`config.mk`:
```
export PLATFORM = sky130hd
export DESIGN_NAME = sleep_led_ctrl
export DESIGN_NICKNAME = d
export VERILOG_FILES = /design/src/rtl/sleep_led_pkg.sv /design/src/rtl/led_mode_reg.sv /design/src/rtl/blink_phase_counter.sv /design/src/rtl/led_drive_sel.sv /design/src/rtl/sleep_led_ctrl.sv
export SDC_FILE = /design/constraint.sdc
export NUM_CORES = 1
export LEC_CHECK = 0
export CAP_MARGIN = 20
export CORE_AREA = 2 2 39 41
export CTS_CLUSTER_DIAMETER = 30
export DETAILED_ROUTE_END_ITERATION = 10
export DIE_AREA = 0 0 41 43
export DONT_BUFFER_PORTS = 1
export MAX_ROUTING_LAYER = met4
export PLACE_DENSITY = 0.69
export RECOVER_POWER = 25
export SLEW_MARGIN = 25
export SYNTH_ARGS = -nofsm -noshare
export SYNTH_HDL_FRONTEND = slang
export SYNTH_HIERARCHICAL = 1
export SYNTH_SLANG_ARGS = --single-unit
```
`constraint.sdc`:
```
create_clock -name clk_i -period 3.04 [get_ports clk_i]
set_input_delay 0.304 -clock clk_i [delete_from_list [all_inputs] [get_ports clk_i]]
set_output_delay 0.304 -clock clk_i [all_outputs]
set_load 0.01 [all_outputs]
```
`src/rtl/sleep_led_pkg.sv`:
```
package sleep_led_pkg;
  typedef enum logic [1:0] {
    LED_OFF   = 2'b00,
    LED_DARK  = 2'b01,
    LED_BLINK = 2'b10,
    LED_ON    = 2'b11
  } led_mode_e;
endpackage

```
`src/rtl/led_mode_reg.sv`:
```
module led_mode_reg
  import sleep_led_pkg::*;
(
  input  logic       clk_i,
  input  logic       rst_ni,
  input  logic [1:0] mode_i,
  input  logic       deep_sleep_i,
  output led_mode_e  mode_o,
  output logic       sleep_o,
  output logic       blink_act_o
);
  led_mode_e mode_q;
  logic      sleep_q;

  always_ff @(posedge clk_i or negedge rst_ni) begin
    if (!rst_ni) begin
      mode_q  <= LED_OFF;
      sleep_q <= 1'b0;
    end else begin
      mode_q  <= led_mode_e'(mode_i);
      sleep_q <= deep_sleep_i;
    end
  end

  assign mode_o      = mode_q;
  assign sleep_o     = sleep_q;
  assign blink_act_o = sleep_q && (mode_q == LED_BLINK);

  assert_mode_follows_R8: assert property (@(posedge clk_i) disable iff (!rst_ni)
    1'b1 |=> (mode_q == led_mode_e'($past(mode_i))));
endmodule

```
`src/rtl/blink_phase_counter.sv`:
```
module blink_phase_counter #(
  parameter int unsigned PERIOD_TICKS = 1000,
  parameter int unsigned LOW_TICKS    = 100
) (
  input  logic clk_i,
  input  logic rst_ni,
  input  logic tick_i,
  input  logic run_i,
  output logic low_phase_o
);
  localparam int unsigned CNT_W = (PERIOD_TICKS > 1) ? $clog2(PERIOD_TICKS) : 1;
  localparam logic [CNT_W-1:0] LAST = CNT_W'(PERIOD_TICKS - 1);
  localparam logic [CNT_W-1:0] LOW  = CNT_W'(LOW_TICKS);

  logic [CNT_W-1:0] cnt_q;

  // Counter sits at zero while idle so activation starts a fresh low phase.
  always_ff @(posedge clk_i or negedge rst_ni) begin
    if (!rst_ni)      cnt_q <= '0;
    else if (!run_i)  cnt_q <= '0;
    else if (tick_i)  cnt_q <= (cnt_q == LAST) ? '0 : cnt_q + 1'b1;
  end

  assign low_phase_o = (cnt_q < LOW);

  assert_cnt_range_R6: assert property (@(posedge clk_i) disable iff (!rst_ni)
    cnt_q <= LAST);
  assert_idle_restart_R7: assert property (@(posedge clk_i) disable iff (!rst_ni)
    !run_i |=> (cnt_q == '0));
  assert_hold_no_tick_R9: assert property (@(posedge clk_i) disable iff (!rst_ni)
    (run_i && !tick_i) |=> $stable(cnt_q));
endmodule

```
`src/rtl/led_drive_sel.sv`:
```
module led_drive_sel
  import sleep_led_pkg::*;
(
  input  logic      clk_i,
  input  logic      rst_ni,
  input  led_mode_e mode_i,
  input  logic      sleep_i,
  input  logic      low_phase_i,
  output logic      led_pull_o
);
  logic pull_d;

  always_comb begin
    pull_d = 1'b0;
    if (sleep_i) begin
      unique case (mode_i)
        LED_ON:    pull_d = 1'b1;
        LED_BLINK: pull_d = low_phase_i;
        default:   pull_d = 1'b0;
      endcase
    end
  end

  always_ff @(posedge clk_i or negedge rst_ni) begin
    if (!rst_ni) led_pull_o <= 1'b0;
    else         led_pull_o <= pull_d;
  end

  assert_awake_float_R5: assert property (@(posedge clk_i) disable iff (!rst_ni)
    !sleep_i |=> !led_pull_o);
  assert_off_float_R2: assert property (@(posedge clk_i) disable iff (!rst_ni)
    (mode_i == LED_OFF) |=> !led_pull_o);
  assert_dark_float_R3: assert property (@(posedge clk_i) disable iff (!rst_ni)
    (mode_i == LED_DARK) |=> !led_pull_o);
  assert_steady_on_R4: assert property (@(posedge clk_i) disable iff (!rst_ni)
    (sleep_i && mode_i == LED_ON) |=> led_pull_o);
endmodule

```
`src/rtl/sleep_led_ctrl.sv`:
```
module sleep_led_ctrl
  import sleep_led_pkg::*;
#(
  parameter int unsigned PERIOD_TICKS = 1000,
  parameter int unsigned LOW_TICKS    = 100
) (
  input  logic       clk_i,
  input  logic       rst_ni,
  input  logic       tick_i,
  input  logic [1:0] mode_i,
  input  logic       deep_sleep_i,
  output logic       led_pull_o
);
  led_mode_e mode_q;
  logic      sleep_q;
  logic      blink_act;
  logic      low_phase;

  led_mode_reg u_mode (
    .clk_i        (clk_i),
    .rst_ni       (rst_ni),
    .mode_i       (mode_i),
    .deep_sleep_i (deep_sleep_i),
    .mode_o       (mode_q),
    .sleep_o      (sleep_q),
    .blink_act_o  (blink_act)
  );

  blink_phase_counter #(
    .PERIOD_TICKS (PERIOD_TICKS),
    .LOW_TICKS    (LOW_TICKS)
  ) u_cnt (
    .clk_i       (clk_i),
    .rst_ni      (rst_ni),
    .tick_i      (tick_i),
    .run_i       (blink_act),
    .low_phase_o (low_phase)
  );

  led_drive_sel u_drv (
    .clk_i       (clk_i),
    .rst_ni      (rst_ni),
    .mode_i      (mode_q),
    .sleep_i     (sleep_q),
    .low_phase_i (low_phase),
    .led_pull_o  (led_pull_o)
  );

  initial begin
    assert_params_R6: assert (LOW_TICKS <= PERIOD_TICKS && PERIOD_TICKS > 1);
  end
endmodule

```
### After elaboration in Yosys (flattened, before gate mapping)

Index checks and enable logic that the tools add are counted.

* register bits after elaboration: 14
* input port bits: 6
* output and inout bits: 1
* logic and storage cells: 16

* add/subtract/negate cells: 1
* magnitude comparators: 1
* eq/ne operators: 4
* muxes and demuxes: 5
* reduce and logical (&&, ||, !) cells: 1

Operators by type and width (count)
* 10-bit 2-to-1 mux: 3
* 10-bit by 1-bit adder with 10-bit output, second input constant: 1
* 10-bit equality test, second input constant: 1
* 10-bit by 7-bit less-than comparator with 1-bit output, second input constant: 1
* 2-bit equality test, second input constant: 2
* 2-bit inequality test, second input constant: 1
* 1-bit one-hot mux with 2 select lines: 1
* 1-bit logical AND: 1
* 1-bit 2-to-1 mux: 1

### Depth between registers and ports, before layout

* word-level depth: 4
* mapped depth: 5

### Cells and area by module

The synthesis kept the hierarchy.

By module, submodules not included
* blink_phase_counter: instances 1, cells each 61, area each 600.6 um^2, sequential area each 250.2 um^2
* led_mode_reg: instances 1, cells each 4, area each 83.8 um^2, sequential area each 75.1 um^2
* led_drive_sel: instances 1, cells each 2, area each 35.0 um^2, sequential area each 25.0 um^2

### Worst setup path before layout

No wires, ideal clock.

* kind: register -> register
* start: reg u_cnt.cnt_q[0]
* end: reg u_cnt.cnt_q[3]
* library setup time: 0.125 ns
* arrival: 1.283 ns
* data required time: 2.915 ns
* path slack: 1.632 ns
* stages on the path, launching flop included: 6
* buffers on the path: 0
* clock period less this slack: 1.408 ns
* cells stage by stage: dfrtp_1 -> ha_1 -> nand4_1 -> or3_4 -> o21ai_4 -> nor2_1

* word-level cells in the longest chain between the ends: 4

RTL lines
* from (decl): RTL line blink_phase_counter.sv:15 `logic [CNT_W-1:0] cnt_q;`
* from (signal assigned): RTL line blink_phase_counter.sv:21 `else if (tick_i) cnt_q <= (cnt_q == LAST) ? '0 : cnt_q + 1'b1;`
* 10-bit by 1-bit adder with 10-bit output or 10-bit equality test (tied branches): RTL line blink_phase_counter.sv:21
* 10-bit 2-to-1 mux * (2 in series): RTL line blink_phase_counter.sv:21
* 10-bit 2-to-1 mux *: RTL line blink_phase_counter.sv:20 `else if (!run_i) cnt_q <= '0;`

Every way passes the cells marked *; elsewhere a longest branch is shown, timed or not. The select of a mux whose other input is x is not followed.
A chain may end at the register's enable or synchronous reset.

### Worst setup path after layout

* start: reg u_cnt.cnt_q[1]
* end: reg u_cnt.cnt_q[3]

Same word-level chain as after synthesis.

==> qor.yml <==
clock_network:
  cts_tree: "built"
  cts_inserted_buffers: 3
  cts_setup_buffers: 0
  cts_root_buf: "clkbuf_4"
  cts_resized: 0
  cts_hold_buf: 1
  cts.clk_slew.worst_paths_ns: 0.08
  cts_max_level: 1
  cts_sinks: 14
  clk_path_buf_depth: 2
  clk_latency_ns: 0.28
synthesis:
  synth.area.top_cells: "dfrtp_1 49%, xnor2_1 7.3%, nand2_1 5.2%"
  ys_seq_area_frac: 0.4870
  synth_top_area_cell: "dfrtp_1"
  ys_ff_latch: 14
  yosys_warnings: 6
  synth_ff_type: "dfrtp_1"
  synth_top_area_frac: 0.4870
  syn_nets: 74
  syn-cell-area_sq_um: 719.4
  ys_types: 24
  netlist_instances: 67
  avgSynthCellArea_sq_um: 10.74
  synthArstFlopShare: 1.000
  synth-edff-count: 0
timing:
  fin_crit_sh: 0.5458
  setup_viol: 0
  fin_crit_ns: 1.659
  clock_skew_ns: 0.003935
  slew_viol_final: 0
  max_slew_margin: 0.5877
  worst_pin_slew_ns: 0.6165
  rsz0062_at_grt: "no"
  max_freq_ghz: 0.6027
  holdWs_ns: 0.05249
  fin_setup_tns_ns: 0
  final_hold_viol_count: 0
setup_path:
  rr_worst_depth: 5
  cp-startpoint: "u_cnt/cnt_q[1]"
  critPathKind: "reg2reg"
  crit_fanout: 6
  cp.arrival_ns: 1.82
  slowest_stage: "dfrtp_1"
  slowest_delay_ns: 0.43
  rr_startpoint: "u_cnt/cnt_q[1]"
  critical_path.cell_chain: "ha_1, nand4_1, or3_4, o21ai_4, nor2_1"
  crit_required_ns: 3.20
  start_kind: "flip-flop"
  cp-end-kind: "flip-flop"
  rrSetupSlack_ns: 1.38
floorplanning:
  die_w_um: 41
  rows: 14
  ios: 7
  die_h_um: 43
  die-area_sq_mm: 0.001763
  start_util: 0.5199
  core_sq_mm: 0.001384
finish:
  drive_above_1_share: 0.1806
  finalNetCount: 80
  syn_to_final_growth_pct: 9.217
  final_cell_count_no_fill: 88
  antenna_cells: 0
drt:
  dr_total_vias: 525
  postRouteAntennaNets: 0
  post_drt_wl_per_cell_um: 15.48
  drc: 0
  drt_pre_antenna_iters: 4
  drt_iter0_markers: 13
  avgViaCountPerCell: 5.966
  wl_mm: 1.362
placement:
  gp_congestion: 0.8548
  hpwl_mm: 1.046
  port_buffers: 0
  dp_cells: 83
min_path:
  hold_path_class: "in2reg"
  holdCritStartpoint: "mode_i[0]"
  min_path_cells: 0
grt:
  grt_overflow_total: 0
  grt_usage: 0.2017
  grt_max_degree: 15
  grt_pass1_wl_mm: 2.249
  grt_pass1_vias: 522
  antenna_found_initial: 0
run_status:
  outcome: "complete, no violations"
power:
  p_per_area_mw_per_mm2: 423.4
  worst_ir_drop_vdd_mv: 0.2516
  leakagePower_nw: 0.2802
job:
  maxCapViolations: 0
[final cells by class]
class	instances	area [sq um]
fillers	118	598.1
multi-input cells	52	365.4
flip-flops and latches	14	350.3
clock buffers	4	36.28
well taps	16	20.02
repair buffers	1	10.01
inverters	1	3.754
[cell families after synthesis]
kind of cell	count (synthesis)	synth area share
buffers and inverters	1	0.005212
adders and majority gates	1	0.01739
xor gates and xnor gates	7	0.08522
and+or+nand+nor	39	0.3426
DFF	14	0.4870
AOI/OAI and AO/OA	5	0.06262
[Yosys cell counts, types with 2 or more instances]
cell type / number
nor2_2: 2
dfrtp_1: 14
nand3_1: 3
o22ai_1: 2
nand4_1: 2
nor2_1: 8
xnor2_1: 6
nor3_1: 3
nor4_2: 2
nand2_1: 10
nand3b_1: 2
[flip-flops by register name, indices dropped and copies added, names as in the netlist]
| register | flops |
|---|---|
| u_mode/sleep_o | 1 |
| u_drv/led_pull_o | 1 |
| u_cnt/cnt_q | 10 |
| u_mode/mode_o | 2 |
[final timing paths]
kind	end
hold / removal	u_mode/mode_o[0]
min in group asynchronous	u_cnt/cnt_q[9]
setup / recovery	u_cnt/cnt_q[3]
setup reg to reg	u_cnt/cnt_q[3]
max in group asynchronous	u_mode/mode_o[1]
hold reg to reg	u_drv/led_pull_o
[layer usage]
metal	GRT usage	wire (um)	vias to the layer above
met2	0.2906	633	26
met1	0.2466	616	243
li1	-	-	248
met5	-	0	-
met4	0.1200	44	0
met3	0.04712	67	8
[where the power goes]
group | switching (mW) | total [mW] | internal, mW | leakage, nW
Sequential | 0.00213 | 0.191 | 0.189 | 0.187
Clock | 0.0575 | 0.130 | 0.0728 | 0.0210
Combinational | 0.00736 | 0.0111 | 0.00373 | 0.0718
Total | 0.0670 | 0.333 | 0.266 | 0.280
[critical path: cells and delay by family, from the launching register on]
kind | cells | cell delay [ns]
AO/OA/AOI/OAI | 1 | 0.27
AND/OR/NAND/NOR | 3 | 0.58
adder cells (fa/ha/maj) | 1 | 0.27
flip-flops | 1 | 0.43
[cell usage in the layout (no fill, tap or decap)]
cell / n
ha_1: 1
nor4_2: 2
a31oi_1: 1
nor3b_1: 1
dlygate4sd3_1: 1
nor4b_4: 1
xnor2_1: 6
nand3b_1: 2
nor3_1: 3
o211a_1: 1
o22ai_1: 2
nor2_2: 2
and3b_1: 1
o21ai_4: 1
or3_4: 1
nor2_1: 8
xor2_1: 1
nor3b_2: 1
nand3_1: 3
clkbuf_8: 1
clkbuf_4: 3
nor2b_4: 1
nand4_1: 2
nand2_1: 10
inv_1: 1
dfrtp_1: 14
nor4_1: 1
[stage by stage]
stage	power [mW]	worst slack, ns	instance area (sq um)	utilization
final	0.3327	1.381	785.8	0.5678
after global routing	0.3516	1.311	785.8	0.5678
after CTS	0.3364	1.396	785.8	0.5678
after detailed placement	0.2020	1.422	739.5	0.5344
after global placement	0.2018	1.442	739.5	0.5344
after floorplan	0.2004	1.632	719.4	-
Note: power is estimated with default switching activity, not from simulation.
